File: src/rtl/br_pkg.sv
// Package: shared types for the execute-stage redirect unit.
// Assumes nothing beyond the SystemVerilog language.
package br_pkg;
    // Source of a resolved redirect
    typedef enum logic [1:0] {
        SRC_NONE   = 2'd0,
        SRC_BRANCH = 2'd1,
        SRC_RFI    = 2'd2
    } redir_src_e;
endpackage

File: src/rtl/redirect_resolve.sv
// Module: redirect_resolve
// Decides, in the cycle an instruction is in execute, whether it produces
// a redirect and selects its target and new machine state.
// Assumes: redirect_pending is the registered redirect of this stage; while
// it is high the instruction in execute is on the wrong path and is squashed.
module redirect_resolve
    import br_pkg::*;
#(
    parameter int ADDR_W = 64,
    parameter int MSR_W  = 64
) (
    input  logic              ex_valid,
    input  logic              stall,
    input  logic              redirect_pending,
    input  logic              br_is_branch,
    input  logic              br_taken,
    input  logic [ADDR_W-1:0] br_target,
    input  logic              ex_is_rfi,
    input  logic [MSR_W-1:0]  opnd_a,
    input  logic [ADDR_W-1:0] opnd_b,
    output redir_src_e        src,
    output logic [ADDR_W-1:0] nxt_addr,
    output logic [MSR_W-1:0]  nxt_msr
);
    logic accept;

    // Instruction is accepted only when valid, not stalled and not squashed
    always_comb accept = ex_valid && !stall && !redirect_pending;

    // Classify the redirect source; interrupt return takes precedence
    always_comb begin
        if (!accept)                       src = SRC_NONE;
        else if (ex_is_rfi)                src = SRC_RFI;
        else if (br_is_branch && br_taken) src = SRC_BRANCH;
        else                               src = SRC_NONE;
    end

    // Target/state mux: return path uses operand B for address, A for state
    always_comb begin
        nxt_addr = (src == SRC_RFI) ? opnd_b : br_target;
        nxt_msr  = opnd_a;
    end
endmodule

File: src/rtl/redirect_reg.sv
// Module: redirect_reg
// Registers the redirect so fetch and decode see it one clock after
// resolution. Target low bits are passed through; fetch clears them.
// Assumes: src is SRC_NONE whenever no redirect is to be raised.
module redirect_reg
    import br_pkg::*;
#(
    parameter int ADDR_W = 64,
    parameter int MSR_W  = 64
) (
    input  logic              clk,
    input  logic              rst_n,
    input  redir_src_e        src,
    input  logic [ADDR_W-1:0] nxt_addr,
    input  logic [MSR_W-1:0]  nxt_msr,
    input  logic [MSR_W-1:0]  opnd_a_chk,
    input  logic [ADDR_W-1:0] opnd_b_chk,
    output logic              redir_valid,
    output logic [ADDR_W-1:0] redir_addr,
    output logic              redir_set_msr,
    output logic [MSR_W-1:0]  redir_msr,
    output logic              flush
);
    logic fire;

    // A redirect is raised for any non-empty source
    always_comb fire = (src != SRC_NONE);

    // Control flops: valid, flush and state-load flag, cleared by reset
    always_ff @(posedge clk) begin
        if (!rst_n) begin
            redir_valid   <= 1'b0;
            flush         <= 1'b0;
            redir_set_msr <= 1'b0;
        end else begin
            redir_valid   <= fire;
            flush         <= fire;
            redir_set_msr <= (src == SRC_RFI);
        end
    end

    // Data flops: loaded only when a redirect is raised
    always_ff @(posedge clk) begin
        if (fire) begin
            redir_addr <= nxt_addr;
            redir_msr  <= nxt_msr;
        end
    end

    // a redirect never lasts two cycles in a row
    p_single_pulse_r10: assert property (@(posedge clk) disable iff (!rst_n)
        redir_valid |=> !redir_valid);

    // flush tracks the redirect valid
    p_flush_match_r10: assert property (@(posedge clk) disable iff (!rst_n)
        flush == redir_valid);

    // return redirect takes its target and state from the operand ports
    p_rfi_operands_r5: assert property (@(posedge clk) disable iff (!rst_n)
        (src == SRC_RFI) |=> (redir_addr == $past(opnd_b_chk))
                             && (redir_msr == $past(opnd_a_chk)));
endmodule

File: src/rtl/cfar_track.sv
// Module: cfar_track
// Come-from register: holds the address of the last taken branch or
// interrupt return, readable as a special-purpose register.
// Assumes: load_en is high only for an accepted redirecting instruction.
module cfar_track #(
    parameter int ADDR_W = 64
) (
    input  logic              clk,
    input  logic              rst_n,
    input  logic              load_en,
    input  logic [ADDR_W-1:0] load_addr,
    output logic [ADDR_W-1:0] cf_q
);
    // Capture the instruction address on each redirecting instruction
    always_ff @(posedge clk) begin
        if (!rst_n)       cf_q <= '0;
        else if (load_en) cf_q <= load_addr;
    end

    // a load makes the instruction address visible next cycle
    p_cf_load_r3: assert property (@(posedge clk) disable iff (!rst_n)
        load_en |=> cf_q == $past(load_addr));

    // without a load the register keeps its value
    p_cf_hold_r4: assert property (@(posedge clk) disable iff (!rst_n)
        !load_en |=> $stable(cf_q));
endmodule

File: src/rtl/branch_redirect_unit.sv
// Module: branch_redirect_unit (top)
// Execute-stage redirect for taken branches and interrupt returns, with a
// registered redirect/flush and a come-from register.
// Assumes: branch condition is already evaluated on br_taken; fetch clears
// the low two bits of the redirect target.
module branch_redirect_unit
    import br_pkg::*;
#(
    parameter int ADDR_W = 64,
    parameter int MSR_W  = 64
) (
    input  logic              clk,
    input  logic              rst_n,
    input  logic              ex_valid,
    input  logic              stall,
    input  logic [ADDR_W-1:0] ex_nia,
    input  logic              br_is_branch,
    input  logic              br_taken,
    input  logic [ADDR_W-1:0] br_target,
    input  logic              ex_is_rfi,
    input  logic [MSR_W-1:0]  opnd_a,
    input  logic [ADDR_W-1:0] opnd_b,
    output logic              redir_valid,
    output logic [ADDR_W-1:0] redir_addr,
    output logic              redir_set_msr,
    output logic [MSR_W-1:0]  redir_msr,
    output logic              flush,
    output logic [ADDR_W-1:0] cf_rd_data
);
    redir_src_e        src;
    logic [ADDR_W-1:0] nxt_addr;
    logic [MSR_W-1:0]  nxt_msr;
    logic              cf_load;

    redirect_resolve #(.ADDR_W(ADDR_W), .MSR_W(MSR_W)) u_resolve (
        .ex_valid         (ex_valid),
        .stall            (stall),
        .redirect_pending (redir_valid),
        .br_is_branch     (br_is_branch),
        .br_taken         (br_taken),
        .br_target        (br_target),
        .ex_is_rfi        (ex_is_rfi),
        .opnd_a           (opnd_a),
        .opnd_b           (opnd_b),
        .src              (src),
        .nxt_addr         (nxt_addr),
        .nxt_msr          (nxt_msr)
    );

    redirect_reg #(.ADDR_W(ADDR_W), .MSR_W(MSR_W)) u_rreg (
        .clk           (clk),
        .rst_n         (rst_n),
        .src           (src),
        .nxt_addr      (nxt_addr),
        .nxt_msr       (nxt_msr),
        .opnd_a_chk    (opnd_a),
        .opnd_b_chk    (opnd_b),
        .redir_valid   (redir_valid),
        .redir_addr    (redir_addr),
        .redir_set_msr (redir_set_msr),
        .redir_msr     (redir_msr),
        .flush         (flush)
    );

    // Come-from register loads on every redirecting instruction
    always_comb cf_load = (src != SRC_NONE);

    cfar_track #(.ADDR_W(ADDR_W)) u_cfar (
        .clk       (clk),
        .rst_n     (rst_n),
        .load_en   (cf_load),
        .load_addr (ex_nia),
        .cf_q      (cf_rd_data)
    );

    // a stalled cycle never yields a redirect
    p_stall_quiet_r8: assert property (@(posedge clk) disable iff (!rst_n)
        stall |=> !redir_valid);

    // the instruction under a pending redirect cannot redirect again
    p_squash_r7: assert property (@(posedge clk) disable iff (!rst_n)
        redir_valid |=> $stable(cf_rd_data));

    // no redirect without a valid instruction
    p_idle_quiet_r9: assert property (@(posedge clk) disable iff (!rst_n)
        !ex_valid |=> !redir_valid);
endmodule

File: config.mk
export PLATFORM = sky130hd
export DESIGN_NAME = branch_redirect_unit
export DESIGN_NICKNAME = d
export VERILOG_FILES = /design/src/rtl/br_pkg.sv /design/src/rtl/redirect_resolve.sv /design/src/rtl/redirect_reg.sv /design/src/rtl/cfar_track.sv /design/src/rtl/branch_redirect_unit.sv
export SDC_FILE = /design/constraint.sdc
export NUM_CORES = 1
export LEC_CHECK = 0
export BUFFER_PORTS_ARGS = -buffer_cell sky130_fd_sc_hd__buf_2
export CAP_MARGIN = 20
export CELL_PAD_IN_SITES_DETAIL_PLACEMENT = 0
export CELL_PAD_IN_SITES_GLOBAL_PLACEMENT = 1
export CORE_AREA = 3 3 176 178
export DETAILED_ROUTE_END_ITERATION = 6
export DIE_AREA = 0 0 179 181
export GPL_TIMING_DRIVEN = 0
export MAX_ROUTING_LAYER = met4
export PLACE_DENSITY = 0.65
export SKIP_CTS_REPAIR_TIMING = 1
export SYNTH_ARGS = -nofsm -noshare
export SYNTH_HDL_FRONTEND = slang
export SYNTH_HIERARCHICAL = 1
export SYNTH_SLANG_ARGS = --single-unit
File: constraint.sdc
create_clock -name clk -period 9.6 [get_ports clk]
set_clock_uncertainty 0.05 [all_clocks]
set_input_delay 0.96 -clock clk [delete_from_list [all_inputs] [get_ports clk]]
set_output_delay 0.96 -clock clk [all_outputs]
set_load 0.005 [all_outputs]
==> impl_metrics.ini, run 1 <==
[outcome]
status = finished, final reports clean

[synth]
synthesis.instances = 479
synthesis.area_um2 = 7914
ys_seq_elements = 194
ys_types = 19
synth_nets = 742
yosys_warnings = 6
ys_seq_area_frac = 0.6526
postSynthAreaPerCell_um2 = 16.52

[timing]
finalCriticalPeriod_ns = 2.471
period_share = 0.2574
rsz0062_at_grt = no
setup_ws_ns = 7.129
worst_pin_slew_ns = 0.4433
holdWs_ns = 0.4591
fmax_mhz = 404.6
setup_viol = 0
final_hold_viol_count = 0
drv_slew = 0
setup_tns_ns = 0
slew_headroom = 0.7022

[pwr]
power.leakage_nw = 4.778
peakVddDrop_uv = 88.75
powerDensity_nw_per_um2 = 168.6

[worst_setup_path]
end_kind = register
timing.critical_path.cells = buf_2, and4bb_4, buf_12, buf_12, or2_4, buf_16
cpPeakStageDelay_ns = 0.34
critPathLaunchType = input pin
crit_arrival_ns = 2.52
cp_common_cell = buf_12
cp_max_fo = 67
critical_path_required_ns = 9.64
critPathSlowestCell = and4bb_4
rrSetupSlack_ns = 7.26
path_class = in -> reg
reg2reg_from = u_rreg/flush
cp-startpoint = stall

[clock_tree]
cts_root_buffer = clkbuf_16
cts_buffers = 17
clk_pin_slew_ns = 0.07
insertion_delay_ns = 0.43
tritoncts = built
clock_sinks = 194
cts_buffer_depth = 2
htreeDepth = 4

[grt]
globalRouteOverflowTotal = 0
antenna_found_initial = 1
grt_first_pass_wirelength_um = 31660
grt_pass1_vias = 5262
grt_util_all_layers = 0.1369
grt_max_degree = 68

[detailed_routing]
wirelength_um = 22470
wire_per_inst_um = 17.32
drt_iter0_markers = 158
avgViaCountPerCell = 3.955
ant_nets = 0
drc_errors = 0
num_vias = 5129
first_pass_iters = 6

[placement]
dp_hpwl_um = 17950
gp_congestion = 0.7783
dp_slack_ns = 6.666
portBuffers = 393

[worst_hold_path]
min_path_type = reg -> reg
min_from = u_cfar/cf_q[1]

[die]
die_y_um = 181
fp-row-count = 63
coreArea_um2 = 29560
die_area_um2 = 32400
die_width_um = 179
start_util = 0.2677
io_pins = 458

[run]
cap_violations = 0

[finish]
drive_gt1_frac = 0.6170
final_nets = 1156
area_delta_synth_final_pct = 39.27
[cell type report]
class	instances	area [um2]
plain buffers	86	744.5
clock buffers	17	425.4
repair buffers	395	2022
diodes	1	2.502
flip-flops and latches	194	5165
multi-input cells	199	2007
clock inverters	15	167.7
well taps	390	488.0
fillers	2953	18540
[layer usage]
| layer | share of wire | track usage | vias up |
|---|---|---|---|
| li1 | - | - | 2471 |
| met1 | 0.38 | 0.1470 | 2398 |
| met2 | 0.52 | 0.2403 | 239 |
| met3 | 0.080 | 0.03657 | 21 |
| met4 | 0.015 | 0.05019 | 0 |
| met5 | 0 | - | - |
[synthesized netlist by cell type]
master,instances,area share
mux2_1,14,0.020
buf_8,6,0.011
mux2_2,1,0.0014
nor2b_1,64,0.051
nor3_1,1,0.00063
clkbuf_1,6,0.0028
buf_6,1,0.0014
dfxtp_1,66,0.17
mux2_4,49,0.093
buf_4,66,0.063
or2_1,2,0.0016
mux2i_1,64,0.081
nand4b_1,1,0.0011
buf_12,6,0.015
and4bb_4,1,0.0021
and3b_1,1,0.0011
clkbuf_2,1,0.00063
edfxtp_1,128,0.49
o21a_1,1,0.00095
[worst max-delay path, delay by kind of cell]
kind,cells,cell delay (ns)
buf+inv,4,0.77
simple gates,2,0.68
[power by group]
part / total [mW] / leakage [nW] / internal, mW / switching, mW
combinational: 0.197 / 2.77 / 0.118 / 0.0793
sequential: 0.937 / 1.72 / 0.927 / 0.0102
clock: 0.725 / 0.289 / 0.371 / 0.353
total: 1.86 / 4.78 / 1.42 / 0.443
[per-stage QoR]
| stage | std cells | instance area (um2) | utilization | power, mW |
|---|---|---|---|---|
| 2_1_floorplan | 479 | 7914 | - | 1.062 |
| 4_1_cts | 1296 | 11020 | 0.3728 | 1.890 |
| 3_5_place_dp | 1264 | 10430 | 0.3527 | 1.157 |
| 5_1_grt | 1297 | 11020 | 0.3729 | 1.939 |
| 6_report | 1297 | 11020 | 0.3729 | 1.859 |
| 3_3_place_gp | 1262 | 10370 | 0.3508 | 1.156 |
[cell usage in the layout (no fill, tap or decap)]
master	synthesis	layout
and3b_1	1	1
and4bb_4	1	1
buf_12	6	6
buf_16	0	2
buf_2	0	393
buf_4	66	66
buf_6	1	1
buf_8	6	6
bufinv_16	0	1
clkbuf_1	6	6
clkbuf_16	0	17
clkbuf_2	1	1
clkinv_2	0	1
clkinv_4	0	3
clkinv_8	0	2
clkinvlp_4	0	1
dfxtp_1	66	66
diode_2	0	1
edfxtp_1	128	128
inv_6	0	5
inv_8	0	2
mux2_1	14	14
mux2_2	1	1
mux2_4	49	49
mux2i_1	64	64
nand4b_1	1	1
nor2b_1	64	64
nor3_1	1	1
o21a_1	1	1
or2_1	2	1
or2_4	0	1
[cell families (layout without fill, tap and decap cells)]
family                 count (synthesis)  count (layout)  synth area share
DFF                                  194             194            0.6526
muxes                                128             128            0.1953
buffers and inverters                 86             513           0.09407
and+or+nand+nor                       70              70           0.05707
AOI/OAI and AO/OA                      1               1         0.0009490
other                                  0               1                 0
[sequential cells by signal, summed over array words and instances, names as in the netlist]
register	count
u_cfar/cf_q	64
u_rreg/redir_set_msr	1
u_rreg/redir_msr	64
u_rreg/flush	1
u_rreg/redir_addr	64
[worst paths after layout]
path	to	depth (start not counted)
worst max-delay path	u_rreg/redir_addr[45]	6
worst min-delay path	u_cfar/cf_q[1]	2
worst max register to register	u_rreg/redir_addr[45]	6
worst min register to register	u_cfar/cf_q[1]	2
(Power assumes the default switching activity.)
==> run 2, diff against run 1 <==
Settings changed: ABC_AREA set to 1, CORE_AREA 3 3 176 178 to 3 3 177 179, DIE_AREA 0 0 179 181 to 0 0 180 182, PLACE_DENSITY 0.65 to 0.73.
Clock period 9.6 ns to 2.05 ns, I/O delays scaled along.
==> impl_metrics.ini, run 2 <==
[pwr]
peakVddDrop_uv = 534.8
power.leakage_nw = 6.168
powerDensity_nw_per_um2 = 741.9

[clock_tree]
cts_root_buffer = clkbuf_16
tritoncts = built
insertion_delay_ns = 0.43
htreeDepth = 4
clk_pin_slew_ns = 0.08
cts_buffer_depth = 2
clock_sinks = 194
cts_buffers = 17

[worst_setup_path]
timing.critical_path.cells = buf_6, inv_2, buf_8, nand2_2, nor2_4, nor2_4, clkinvlp_4, buf_4, clkbuf_16
reg2reg_from = u_rreg/flush
critPathSlowestCell = dfxtp_2
critPathLaunchType = register
cp_common_cell = nor2_4
path_class = reg -> reg
cpLargestDelayFamily = buffers and inverters
cp_max_fo = 19
end_kind = register
worst-r2r-cell-count = 9
worst-path-buf-inv = 6
crit_arrival_ns = 2.01
cpPeakStageDelay_ns = 0.33
worst-path-stages = 9
critical_path_required_ns = 2.14
cp-startpoint = u_rreg/flush

[die]
coreArea_um2 = 29720
die_y_um = 182
die_width_um = 180
die_area_um2 = 32760
fp-row-count = 63
io_pins = 458
start_util = 0.2746

[grt]
grt_pass1_vias = 6618
grt_max_degree = 45
antenna_found_initial = 2
grt_first_pass_wirelength_um = 39940
grt_util_all_layers = 0.1650
globalRouteOverflowTotal = 0

[finish]
fillers = 2974
area_delta_synth_final_pct = 54.48
drive_gt1_frac = 0.4055
layout_commonest_cell = buf_2
final_cells = 1778
final_cell_mix = 414 x buf_2, 258 x nand2_1, 130 x nor2_1
final_nets = 1636
final_util = 0.4243
top_regs = u_cfar/cf_q (64), u_rreg/redir_addr (64), u_rreg/redir_msr (64)

[synth]
netlist.area_leader.share = 0.4709
async_flop_share = 0
yosys_warnings = 6
synthesis.instances = 839
ys_seq_elements = 194
synthesis.area_um2 = 8162
synth_nets = 1102
postSynthAreaPerCell_um2 = 9.728
synthTopCellsByCount = 259 x nand2_1, 132 x nor2_1, 128 x edfxtp_1
yosysMostFrequentCell = nand2_1
ys_types = 13
ys_seq_area_frac = 0.6328
synth_ff_type = edfxtp_1
yosysTopAreaCell = edfxtp_1
yosys-top-cells-area = edfxtp_1 47%, dfxtp_1 16%, nand2_1 12%, buf_4 6.7%, nor2_1 6.1%
synth_edf_count = 128

[detailed_routing]
avgViaCountPerCell = 4.191
ant_nets = 0
wirelength_um = 29650
wire_per_inst_um = 16.68
drt_iter0_markers = 409
first_pass_iters = 5
drc_errors = 0
num_vias = 7452

[run]
cap_violations = 0

[timing]
rsz0062_at_grt = no
setup_tns_ns = 0
final_hold_viol_count = 8
finalCriticalPeriod_ns = 1.923
holdWs_ns = -0.01690
setup_ws_ns = 0.1269
setup_viol = 0
drv_slew = 0
period_share = 0.9381
slew_headroom = 0.6656
worst_pin_slew_ns = 0.5016
fmax_mhz = 520.0

[worst_hold_path]
min_path_type = in -> reg
min_from = br_target[17]
min_path_cells = 3

[placement]
portBuffers = 393
gp_congestion = 0.8830
dp_slack_ns = -0.3423
place_inst = 1625
dp_hpwl_um = 21810

[outcome]
status = finished with violations
violations = hold timing
run 2: changes by cell type after synthesis, sizes merged, moves of 65 or more:
cell	before	now
inv	0	73
nand2	0	259
nor2	0	133
nand4	0	65
run 2: per-stage QoR:
step / area (um2) / total power [mW]
5_1_grt: 12610 / 9.754
6_report: 12610 / 9.354
4_1_cts: 11350 / 9.250
3_5_place_dp: 10720 / 5.603
3_3_place_gp: 10660 / 5.587
2_1_floorplan: 8208 / 5.060
run 2: power by group:
part	total, mW	internal [mW]	switching, mW
registers	4.44	4.37	0.0647
clock network	3.63	1.89	1.74
logic	1.29	0.675	0.611
total	9.35	6.94	2.42
run 2: worst paths after layout:
check,slack [ns],endpoint
worst max-delay path,0.13,u_rreg/redir_addr[54]
worst min-delay path,-0.02,u_rreg/redir_addr[17]
worst max register to register,0.13,u_rreg/redir_addr[54]
worst min register to register,0.42,u_cfar/cf_q[49]
run 2: area by class of cell:
cell class,count,area [um2],area share
clock buffers,17,425.4,0.03374
plain buffers,112,853.3,0.06768
clock inverters,15,206.4,0.01637
diodes,2,5.005,0.0003969
repair buffers,516,3276,0.2598
inverters,73,280.3,0.02223
flip-flops and latches,194,5166,0.4097
multi-input cells,458,1903,0.1509
repair inverters,1,5.005,0.0003969
well taps,390,488.0,0.03870
run 2: cells by family (layout without fill, tap and decap cells):
group,count (synthesis),after routing,share of synthesized area
and+or+nand+nor,458,458,0.2310
DFF,194,194,0.6328
buffers and inverters,187,734,0.1361
other,0,2,0
run 2: routing by layer:
metal | part of all wire | track usage | vias up | routed length (um)
met1 | 0.41 | 0.2029 | 3428 | 12210
met3 | 0.061 | 0.03405 | 28 | 1821
met5 | 0 | - | - | 0
met2 | 0.51 | 0.2763 | 304 | 15130
li1 | - | - | 3692 | -
met4 | 0.017 | 0.04734 | 0 | 499
run 2: tightest hold or removal path: cells and delay by family:
family / cells / cell delay, ns
buf+inv: 1 / 0.07
simple gates: 2 / 0.09
